<file path="src/rtl/ptw_pkg.sv">
package ptw_pkg;
  localparam int PTE_W     = 32;
  localparam int BIT_PRES  = 0;
  localparam int BIT_WPERM = 1;
  localparam int BIT_REF   = 2;
  localparam int BIT_DIRTY = 3;

  typedef enum logic [2:0] {
    ST_IDLE,
    ST_EV_RD,
    ST_EV_WR,
    ST_PTE_RD,
    ST_PTE_WR,
    ST_FILL,
    ST_FAULT
  } walk_state_e;
endpackage

</file>
<file path="src/rtl/ptw_base_reg.sv">
module ptw_base_reg #(
  parameter int PA_W = 30
) (
  input  logic            clk,
  input  logic            rst,
  input  logic            we,
  input  logic [PA_W-1:0] wdata,
  output logic [PA_W-1:0] base
);
  always_ff @(posedge clk) begin
    if (rst) base <= '0;
    else if (we) base <= wdata;
  end
endmodule

</file>
<file path="src/rtl/ptw_addr_gen.sv">
module ptw_addr_gen #(
  parameter int IDX_W = 20,
  parameter int PA_W  = 30
) (
  input  logic [PA_W-1:0]  base,
  input  logic [IDX_W-1:0] idx,
  output logic [PA_W-1:0]  addr
);
  localparam int SHIFT = $clog2(ptw_pkg::PTE_W / 8);
  localparam int OFS_W = IDX_W + SHIFT;

  logic [OFS_W-1:0] ofs;
  assign ofs  = {idx, {SHIFT{1'b0}}};
  assign addr = base + PA_W'(ofs);
endmodule

</file>
<file path="src/rtl/ptw_pte_update.sv">
module ptw_pte_update
  import ptw_pkg::*;
(
  input  logic [PTE_W-1:0] pte_in,
  input  logic             is_write,
  output logic             present,
  output logic             prot_fault,
  output logic [PTE_W-1:0] pte_new,
  output logic             pte_changed,
  output logic [PTE_W-1:0] ev_marked,
  output logic             ev_was_dirty
);
  always_comb begin
    present     = pte_in[BIT_PRES];
    prot_fault  = pte_in[BIT_PRES] & is_write & ~pte_in[BIT_WPERM];
    pte_new     = pte_in;
    pte_new[BIT_REF] = 1'b1;
    if (is_write) pte_new[BIT_DIRTY] = 1'b1;
    pte_changed = (pte_new != pte_in);
    ev_marked   = pte_in;
    ev_marked[BIT_DIRTY] = 1'b1;
    ev_was_dirty = pte_in[BIT_DIRTY];
  end
endmodule

</file>
<file path="src/rtl/ptw_ctrl.sv">
module ptw_ctrl
  import ptw_pkg::*;
#(
  parameter int VA_W      = 32,
  parameter int PA_W      = 30,
  parameter int PAGE_BITS = 12,
  localparam int VPN_W    = VA_W - PAGE_BITS,
  localparam int PPN_W    = PA_W - PAGE_BITS
) (
  input  logic             clk,
  input  logic             rst,
  input  logic             miss_valid,
  input  logic [VA_W-1:0]  miss_vaddr,
  input  logic             miss_write,
  input  logic             evict_dirty,
  input  logic [VPN_W-1:0] evict_vpn,
  output logic [VPN_W-1:0] lookup_idx,
  input  logic [PA_W-1:0]  lookup_addr,
  output logic             walk_write,
  input  logic             upd_present,
  input  logic             upd_prot_fault,
  input  logic [PTE_W-1:0] upd_pte_new,
  input  logic             upd_changed,
  input  logic [PTE_W-1:0] upd_ev_marked,
  input  logic             upd_ev_was_dirty,
  output logic             mem_req_valid,
  output logic             mem_req_write,
  output logic [PA_W-1:0]  mem_req_addr,
  output logic [PTE_W-1:0] mem_req_wdata,
  input  logic             mem_rsp_valid,
  output logic             busy,
  output logic             fill_valid,
  output logic [VPN_W-1:0] fill_vpn,
  output logic [PPN_W-1:0] fill_ppn,
  output logic             fill_writable,
  output logic             fill_dirty,
  output logic             fault_valid,
  output logic             fault_prot,
  output logic [VA_W-1:0]  bad_vaddr
);
  walk_state_e      state_q;
  logic [VA_W-1:0]  vaddr_q;
  logic             wr_q;
  logic [VPN_W-1:0] ev_vpn_q;
  logic [PPN_W-1:0] ppn_q;
  logic             wperm_q;
  logic             dirty_q;

  // index of the entry the next request targets
  always_comb begin
    if (state_q == ST_IDLE)
      lookup_idx = evict_dirty ? evict_vpn : miss_vaddr[VA_W-1:PAGE_BITS];
    else if (state_q == ST_EV_RD && !upd_ev_was_dirty)
      lookup_idx = ev_vpn_q;
    else
      lookup_idx = vaddr_q[VA_W-1:PAGE_BITS];
  end

  always_ff @(posedge clk) begin
    if (rst) begin
      state_q       <= ST_IDLE;
      vaddr_q       <= '0;
      wr_q          <= 1'b0;
      ev_vpn_q      <= '0;
      ppn_q         <= '0;
      wperm_q       <= 1'b0;
      dirty_q       <= 1'b0;
      mem_req_valid <= 1'b0;
      mem_req_write <= 1'b0;
      mem_req_addr  <= '0;
      mem_req_wdata <= '0;
      fault_prot    <= 1'b0;
      bad_vaddr     <= '0;
    end else begin
      mem_req_valid <= 1'b0;
      unique case (state_q)
        ST_IDLE: if (miss_valid) begin
          vaddr_q       <= miss_vaddr;
          wr_q          <= miss_write;
          ev_vpn_q      <= evict_vpn;
          mem_req_valid <= 1'b1;
          mem_req_write <= 1'b0;
          mem_req_addr  <= lookup_addr;
          state_q       <= evict_dirty ? ST_EV_RD : ST_PTE_RD;
        end
        ST_EV_RD: if (mem_rsp_valid) begin
          mem_req_valid <= 1'b1;
          mem_req_addr  <= lookup_addr;
          if (upd_ev_was_dirty) begin
            mem_req_write <= 1'b0;
            state_q       <= ST_PTE_RD;
          end else begin
            mem_req_write <= 1'b1;
            mem_req_wdata <= upd_ev_marked;
            state_q       <= ST_EV_WR;
          end
        end
        ST_EV_WR: if (mem_rsp_valid) begin
          mem_req_valid <= 1'b1;
          mem_req_write <= 1'b0;
          mem_req_addr  <= lookup_addr;
          state_q       <= ST_PTE_RD;
        end
        ST_PTE_RD: if (mem_rsp_valid) begin
          if (!upd_present || upd_prot_fault) begin
            bad_vaddr  <= vaddr_q;
            fault_prot <= upd_prot_fault;
            state_q    <= ST_FAULT;
          end else begin
            ppn_q   <= upd_pte_new[PA_W-1:PAGE_BITS];
            wperm_q <= upd_pte_new[BIT_WPERM];
            dirty_q <= upd_pte_new[BIT_DIRTY];
            if (upd_changed) begin
              mem_req_valid <= 1'b1;
              mem_req_write <= 1'b1;
              mem_req_addr  <= lookup_addr;
              mem_req_wdata <= upd_pte_new;
              state_q       <= ST_PTE_WR;
            end else begin
              state_q <= ST_FILL;
            end
          end
        end
        ST_PTE_WR: if (mem_rsp_valid) state_q <= ST_FILL;
        ST_FILL:   state_q <= ST_IDLE;
        ST_FAULT:  state_q <= ST_IDLE;
        default:   state_q <= ST_IDLE;
      endcase
    end
  end

  assign walk_write    = wr_q;
  assign busy          = (state_q != ST_IDLE);
  assign fill_valid    = (state_q == ST_FILL);
  assign fault_valid   = (state_q == ST_FAULT);
  assign fill_vpn      = vaddr_q[VA_W-1:PAGE_BITS];
  assign fill_ppn      = ppn_q;
  assign fill_writable = wperm_q;
  assign fill_dirty    = dirty_q;

  logic waiting;
  assign waiting = (state_q == ST_EV_RD) || (state_q == ST_EV_WR) ||
                   (state_q == ST_PTE_RD) || (state_q == ST_PTE_WR);

  a_r9_req_pulse: assert property (@(posedge clk) disable iff (rst)
    mem_req_valid |=> !mem_req_valid);
  a_r9_no_req_before_rsp: assert property (@(posedge clk) disable iff (rst)
    (waiting && !mem_rsp_valid) |=> !mem_req_valid);
  a_r3_fill_after_rsp: assert property (@(posedge clk) disable iff (rst)
    fill_valid |-> $past(mem_rsp_valid));
  a_r8_busy_from_miss: assert property (@(posedge clk) disable iff (rst)
    $rose(busy) |-> $past(miss_valid));
  a_r7_evict_marks_dirty: assert property (@(posedge clk) disable iff (rst)
    (state_q == ST_EV_WR && mem_req_valid) |-> (mem_req_write && mem_req_wdata[BIT_DIRTY]));
  a_r4_update_sets_ref: assert property (@(posedge clk) disable iff (rst)
    (state_q == ST_PTE_WR && mem_req_valid) |-> (mem_req_write && mem_req_wdata[BIT_REF]));
endmodule

</file>
<file path="src/rtl/ptw_top.sv">
module ptw_top
  import ptw_pkg::*;
#(
  parameter int VA_W      = 32,
  parameter int PA_W      = 30,
  parameter int PAGE_BITS = 12,
  localparam int VPN_W    = VA_W - PAGE_BITS,
  localparam int PPN_W    = PA_W - PAGE_BITS
) (
  input  logic             clk,
  input  logic             rst,
  input  logic             base_we,
  input  logic [PA_W-1:0]  base_wdata,
  input  logic             miss_valid,
  input  logic [VA_W-1:0]  miss_vaddr,
  input  logic             miss_write,
  input  logic             evict_dirty,
  input  logic [VPN_W-1:0] evict_vpn,
  output logic             busy,
  output logic             mem_req_valid,
  output logic             mem_req_write,
  output logic [PA_W-1:0]  mem_req_addr,
  output logic [31:0]      mem_req_wdata,
  input  logic             mem_rsp_valid,
  input  logic [31:0]      mem_rsp_rdata,
  output logic             fill_valid,
  output logic [VPN_W-1:0] fill_vpn,
  output logic [PPN_W-1:0] fill_ppn,
  output logic             fill_writable,
  output logic             fill_dirty,
  output logic             fault_valid,
  output logic             fault_prot,
  output logic [VA_W-1:0]  bad_vaddr
);
  logic [PA_W-1:0]  base;
  logic [VPN_W-1:0] lookup_idx;
  logic [PA_W-1:0]  lookup_addr;
  logic             walk_write;
  logic             upd_present, upd_prot_fault, upd_changed, upd_ev_was_dirty;
  logic [PTE_W-1:0] upd_pte_new, upd_ev_marked;

  ptw_base_reg #(.PA_W(PA_W)) u_base (
    .clk(clk), .rst(rst), .we(base_we), .wdata(base_wdata), .base(base)
  );

  ptw_addr_gen #(.IDX_W(VPN_W), .PA_W(PA_W)) u_addr (
    .base(base), .idx(lookup_idx), .addr(lookup_addr)
  );

  ptw_pte_update u_upd (
    .pte_in(mem_rsp_rdata), .is_write(walk_write),
    .present(upd_present), .prot_fault(upd_prot_fault),
    .pte_new(upd_pte_new), .pte_changed(upd_changed),
    .ev_marked(upd_ev_marked), .ev_was_dirty(upd_ev_was_dirty)
  );

  ptw_ctrl #(.VA_W(VA_W), .PA_W(PA_W), .PAGE_BITS(PAGE_BITS)) u_ctrl (
    .clk(clk), .rst(rst),
    .miss_valid(miss_valid), .miss_vaddr(miss_vaddr), .miss_write(miss_write),
    .evict_dirty(evict_dirty), .evict_vpn(evict_vpn),
    .lookup_idx(lookup_idx), .lookup_addr(lookup_addr), .walk_write(walk_write),
    .upd_present(upd_present), .upd_prot_fault(upd_prot_fault),
    .upd_pte_new(upd_pte_new), .upd_changed(upd_changed),
    .upd_ev_marked(upd_ev_marked), .upd_ev_was_dirty(upd_ev_was_dirty),
    .mem_req_valid(mem_req_valid), .mem_req_write(mem_req_write),
    .mem_req_addr(mem_req_addr), .mem_req_wdata(mem_req_wdata),
    .mem_rsp_valid(mem_rsp_valid),
    .busy(busy), .fill_valid(fill_valid), .fill_vpn(fill_vpn),
    .fill_ppn(fill_ppn), .fill_writable(fill_writable), .fill_dirty(fill_dirty),
    .fault_valid(fault_valid), .fault_prot(fault_prot), .bad_vaddr(bad_vaddr)
  );
endmodule

</file>
<file path="config.mk">
export PLATFORM = sky130hd
export DESIGN_NAME = ptw_top
export DESIGN_NICKNAME = d
export VERILOG_FILES = /design/src/rtl/ptw_pkg.sv /design/src/rtl/ptw_base_reg.sv /design/src/rtl/ptw_addr_gen.sv /design/src/rtl/ptw_pte_update.sv /design/src/rtl/ptw_ctrl.sv /design/src/rtl/ptw_top.sv
export SDC_FILE = /design/constraint.sdc
export NUM_CORES = 1
export LEC_CHECK = 0
export ABC_AREA = 1
export BUFFER_PORTS_ARGS = -buffer_cell sky130_fd_sc_hd__buf_2
export CAP_MARGIN = 10
export CORE_UTILIZATION = 55
export CTS_CLUSTER_DIAMETER = 150
export DETAILED_ROUTE_END_ITERATION = 6
export MAX_ROUTING_LAYER = met4
export PLACE_DENSITY = 0.88
export SLEW_MARGIN = 25
export SYNTH_ARGS = -nofsm -noshare
export SYNTH_HDL_FRONTEND = slang
export SYNTH_HIERARCHICAL = 1
export SYNTH_SLANG_ARGS = --single-unit
export TNS_END_PERCENT = 5
</file>
<file path="constraint.sdc">
create_clock -name clk -period 3.6 [get_ports clk]
set_input_delay 0.18 -clock clk [delete_from_list [all_inputs] [get_ports clk]]
set_output_delay 0.18 -clock clk [all_outputs]
set_load 0.005 [all_outputs]
</file>
==> Yosys cells after proc, flatten, opt, wreduce, memory -nomap -nowiden <==
Cells that the tools add are included.
{ "op_classes": {"bitwise_logic": 4, "eq_ne": 16, "n_mux": 40, "n_addsub": 1, "n_reduce_logical": 17} }
{ "op_table": {"columns": ["cell", "n"], "rows": [
  ["32-bit two-way mux", 5],
  ["30-bit two-way mux", 5],
  ["30-bit case mux with 3 select lines", 1],
  ["32-bit case mux with 2 select lines", 1],
  ["20-bit two-way mux", 3],
  ["30-bit by 22-bit adder with 30-bit output", 1],
  ["3-bit two-way mux", 6],
  ["1-bit two-way mux", 15],
  ["3-bit case mux with 5 select lines", 1],
  ["2-bit != test, second input constant", 7],
  ["6-bit AND reduction", 2],
  ["3-bit == test, second input constant", 3],
  ["7-bit AND reduction", 1],
  ["3-bit by 2-bit == test with 1-bit output, second input constant", 2],
  ["3-bit AND reduction", 2],
  ["3-bit nonzero test", 2],
  ["5-bit AND reduction", 1],
  ["2-bit by 1-bit != test with 1-bit output, second input constant", 2],
  ["1-bit case mux with 4 select lines", 1],
  ["4-bit nonzero test", 1],
  ["3-bit by 1-bit == test with 1-bit output, second input constant", 1],
  ["3-bit logical NOT", 1],
  ["1-bit case mux with 3 select lines", 1],
  ["1-bit AND", 2],
  ["other kinds (9)", 11]
]} }
{ "totals": {"in_bits": 121, "word_cells": 92, "output_inout_bits": 140, "reg_bits": 203} }

==> Logic depth before layout (Yosys ltp) <==
{ "depth": {"depth_word": 9, "mapped_depth": 21, "depth_no_buf": 20} }

==> Cells and area by module <==
Netlist, hierarchy kept.
{ "modules_own_cells": {"columns": ["module", "seq_area_each_um2", "instances", "cells_per_inst", "area_each_um2"], "rows": [
  ["ptw_ctrl", 3463.3, 1, 1095, 7529.7],
  ["ptw_addr_gen", 0.0, 1, 370, 1908.1],
  ["ptw_base_reg", 600.6, 1, 191, 1308.8],
  ["ptw_pte_update", 0.0, 1, 72, 516.7]
]} }

==> Least setup slack after synthesis <==
No wires, ideal clock.
{ "synth_path": {"path_type": "reg2reg", "start": "register u_ctrl.state_q[2]", "end": "register u_ctrl.mem_req_addr[26]", "synth_period_minus_slack_ns": 2.673, "setup_ns": 0.116, "path_slack_ns": 0.927, "path_stages_with_launch": 20, "t_arrival_ns": 2.558, "path_cell_list": "dfxtp_1 inv_2 nand3_1 nor2_1 buf_2 nand2_1 a31oi_1 ha_1 inv_1 fa_1 inv_1 nand3_1 nand3_2 nand2_1 nand2_1 nand3_1 nand4_1 nand2_1 o21ai_0 nor2_1"} }
{ "synth_between": {"elab_chain_len": 9, "word_cells_on_any_way": 22, "cone_classes": "add/sub (1); eq/ne (8); mux (8); reduce/logical (5)"} }
{ "synth_rtl": {"columns": ["item", "line", "text"], "rows": [
  ["start, declared", "ptw_ctrl.sv:41", "walk_state_e state_q;"],
  ["start signal, assigned", "ptw_ctrl.sv:84", "state_q <= evict_dirty ? ST_EV_RD : ST_PTE_RD;"],
  ["3-bit by 1-bit == test with 1-bit output", "ptw_ctrl.sv:53", "else if (state_q == ST_EV_RD && !upd_ev_was_dirty)"],
  ["1-bit logical AND", "ptw_ctrl.sv:53", null],
  ["20-bit two-way mux", "ptw_ctrl.sv:53", null],
  ["20-bit two-way mux (*)", "ptw_ctrl.sv:51", "if (state_q == ST_IDLE)"],
  ["named net lookup_idx[0]", "ptw_top.sv:36", "logic [VPN_W-1:0] lookup_idx;"],
  ["30-bit by 22-bit adder with 30-bit output (*)", "ptw_addr_gen.sv:14", "assign addr = base + PA_W'(ofs);"],
  ["named net lookup_addr[26]", "ptw_top.sv:37", "logic [PA_W-1:0] lookup_addr;"],
  ["30-bit two-way mux", "ptw_ctrl.sv:113", "if (upd_changed) begin"],
  ["30-bit two-way mux", "ptw_ctrl.sv:105", "if (!upd_present || upd_prot_fault) begin"],
  ["30-bit two-way mux", "ptw_ctrl.sv:104", "ST_PTE_RD: if (mem_rsp_valid) begin"],
  ["30-bit case mux with 3 select lines (*)", "ptw_ctrl.sv:76", "unique case (state_q)"],
  ["end signal, assigned", "ptw_ctrl.sv:83", "mem_req_addr <= lookup_addr;"],
  ["end signal, assigned", "ptw_ctrl.sv:101", "mem_req_addr <= lookup_addr;"],
  ["end signal, assigned", "ptw_ctrl.sv:116", "mem_req_addr <= lookup_addr;"],
  ["end, declared", "ptw_ctrl.sv:28", "output logic [PA_W-1:0] mem_req_addr,"]
]} }
The timed path passes the listed nets; every way through them passes the cells marked *. The select of a mux whose other input is x is not followed.
A chain may end at the register's enable or synchronous reset.

==> Worst setup path after layout <==
{ "layout_path": {"start": "register u_ctrl.state_q[2]", "end": "register u_ctrl.mem_req_addr[28]"} }
Same word-level chain as after synthesis.

==> impl_metrics.tcl <==
set metrics [dict create \
    grt-ovfl-total 0 \
    crit_type "reg -> reg" \
    synth_top_area_share_pct 36.1 \
    ys_types 38 \
    status "complete, no violations" \
    rsz0062_at_grt "false" \
    stdcell_count 2233 \
    reg2reg_depth 18 \
    nNetsFinal 2093 \
    die_w_um 145 \
    die-height_um 145 \
    synth_area_leaders "dfxtp_1 (36%), nand2_1 (16%), nor2_1 (8.6%)" \
    fmax_ghz 0.308 \
    r2r_start "u_ctrl/state_q[2]$_SDFFE_PP0P_" \
    synth-compound-area-share_pct 12.3 \
    wirelength_um 33600 \
    yosys.area.top_type "dfxtp_1" \
    p_leak_nw 7.18 \
    gp_congestion 0.989 \
    start_util_pct 56.9 \
    first_iter_violations 741 \
    tightest_slew_ps 998 \
    slew_viol_final 0 \
    arrival_ps 3640 \
    muxShareOfSynthArea_pct 0 \
    cp-endpoint "u_ctrl/mem_req_addr[28]$_SDFFE_PP0P_" \
    cp-end-kind "flip-flop" \
    async_reset_ff_share_pct 0 \
    design.core.area_um2 19800 \
    synth_edf_count 0 \
    fin_ws_ps 352 \
    clock_path_buffers 3 \
    via_count 11398 \
    dp_cells 2101 \
    numCtsBuffers 22 \
    tritoncts "yes" \
    r2r_end "u_ctrl/mem_req_addr[28]$_SDFFE_PP0P_" \
    core.rowCount 51 \
    grt_usage_pct 31.5 \
    ys_warn_count 6 \
    syn_to_final_growth_pct 20.3 \
    first_pass_iters 5 \
    clkLatencyLatePin_ps 500 \
    start_kind "flip-flop" \
    synth.cell_area_um2 11300 \
    finClkSkew_ps 8.76 \
    drv_cap 0 \
    required_ps 3990 \
    ys.flop_type "dfxtp_1" \
    worstPathMaxFanout 11 \
    antenna_found_initial 1 \
    cts_root_buf "clkbuf_16" \
    drive_above_1_share_pct 19.6 \
    syn_avg_cell_area_um2 6.52 \
    r2r_setup_slack_ps 350 \
    ant_nets 0 \
    vdd_drop_max_mv 0.427 \
    htreeDepth 1 \
    hold_viol 0 \
    grt_pass1_vias 10663 \
    ios 261 \
    netlist_instances 1728 \
    worstHoldPathType "in -> reg" \
    synthAdderAreaFrac_pct 2.40 \
    cts.sinks 203 \
    io_buffers 260 \
    cts.reportedPaths.clkPinSlew_ps 60 \
    synth_xor_xnor_area_share_pct 1.09 \
    finalSetupViolations 0 \
    yosysMostFrequentCell "nand2_1" \
    setup_tns_ps 0 \
    wl_per_cell_um 15.0 \
    post-route-util_pct 68.5 \
    drc 0 \
    min_period_ps 3250 \
    synth_top_family_by_area "simple AND/OR/NAND/NOR gates" \
    synthSimpleGateAreaFrac_pct 30.7 \
    grt_pass1_wl_um 53200 \
    synth_common_cells "nand2_1 (480), nor2_1 (258), inv_1 (209), dfxtp_1 (203), o21ai_0 (128)" \
    hpwl_um 22600 \
    seq_area_frac_synth_pct 36.1 \
    die_area_um2 21100 \
    min-delay-start "evict_vpn[11]" \
    dp_slack_ps 229 \
    critPathLaunch "u_ctrl/state_q[2]$_SDFFE_PP0P_" \
    viasPerCell 5.10 \
    period_share_pct 90.2 \
    grt_max_degree 110 \
    timing.slew.headroom_pct 33.0 \
    synth_seq_cells 203 \
    p_per_area_nw_per_um2 695 \
]
report_power, final:
group | switching, mW | internal (mW) | total, mW | leakage (nW)
clock | 0.903 | 1.36 | 2.27 | 0.363
combinational | 2.71 | 1.45 | 4.16 | 5.15
sequential | 0.296 | 2.69 | 2.99 | 1.67
total | 3.91 | 5.50 | 9.41 | 7.18
metrics by stage:
stage | power (mW) | instance area (um2) | hold WS, ps
final | 9.41 | 13600 | 5.81
after global routing | 10.0 | 13600 | 27.2
after CTS | 9.36 | 13500 | 0.270
after detailed placement | 7.01 | 11900 | 435
after global placement | 6.94 | 11900 | 431
after floorplan | 5.88 | 11300 | 249
layout by cell type (no fill, tap or decap), types with 2 or more instances in the layout:
cell             n
inv_1          207
dlygate4sd3_1   91
clkbuf_8         6
a21oi_1         91
conb_1           2
a21oi_2         11
ha_1            20
clkinv_1         2
nor3_2           5
nand2_2         20
buf_4           16
xor2_1          10
nor3_1           4
clkbuf_16       23
nor2_4           4
a31oi_1         20
nor2_2          21
xnor2_1          4
clkbuf_1         6
clkinv_2         4
inv_2            5
o21ai_0        128
nand3_2          4
buf_2          259
nand3_1         32
nor2_1         257
o21ai_1         11
nand4_1          8
nand2_1        480
dfxtp_1        203
critical path: stages, from the launching register on:
cell	delay, ps
dfxtp_1	390
inv_2	170
nand3_1	120
nor2_2	260
inv_1	250
buf_4	240
nand2_1	60
a31oi_1	80
ha_1	390
a21oi_1	320
nand2_1	120
inv_1	60
nand2_1	80
a21oi_1	190
nand2_1	70
nand2_1	60
nand2_1	40
o21ai_0	150
nor2_1	60
how the worst min path moves through the flow:
stage,to,slack (ps),cells past startpoint
final,u_ctrl/ev_vpn_q[11]$_SDFFE_PP0P_,6,3
after global routing,u_ctrl/ev_vpn_q[13]$_SDFFE_PP0P_,30,3
after global placement,u_ctrl/ev_vpn_q[11]$_SDFFE_PP0P_,430,2
after CTS,u_ctrl/mem_req_wdata[6]$_SDFFE_PP0P_,0.3,5
after detailed placement,u_ctrl/ev_vpn_q[10]$_SDFFE_PP0P_,440,2
after floorplan,u_ctrl/mem_req_write$_SDFFE_PP0P_,250,1
cell type report:
type,count,area (um2)
multi-input cells,1142,5270
diodes,1,2.50
clock buffers,35,681
well taps,265,332
inverters,215,810
fillers,1678,6230
repair buffers,367,2350
flip-flops and latches,203,4060
clock inverters,5,50.0
registers in the layout, summed over array words and instances (netlist names):
register and flops:
u_ctrl/mem_req_valid 1, u_ctrl/mem_req_addr 30, u_base/base 30, u_ctrl/fill_dirty 1
u_ctrl/walk_write 1, u_ctrl/state_q 3, u_ctrl/fill_writable 1, u_ctrl/fault_prot 1
u_ctrl/bad_vaddr 32, u_ctrl/mem_req_write 1, u_ctrl/vaddr_q 32, u_ctrl/mem_req_wdata 32
u_ctrl/fill_ppn 18, u_ctrl/ev_vpn_q 20
repair_timing:
item | 4_1_cts | 5_1_grt
buffers inserted | 0 | 0
hold buffers | 91 | 0
setup endpoints to repair | 0 | 10
endpoints found under the hold margin | 91 | 0
resized for setup | 0 | 1
metal layers:
layer  up-vias  track usage [%]  share of wire (%)
li1       5664                -                  -
met1      5127             37.8                 42
met2       501             52.1                 47
met3       106             5.63                7.3
met4         0             13.1                4.3
met5         -                -                  0
cells by family after synthesis:
kind of cell,after synthesis
flops,203
simple gates,842
other cells,1
compound gates,263
buf+inv,384
xor+xnor,14
fa+ha+maj,21
(Power assumes the default switching activity.)
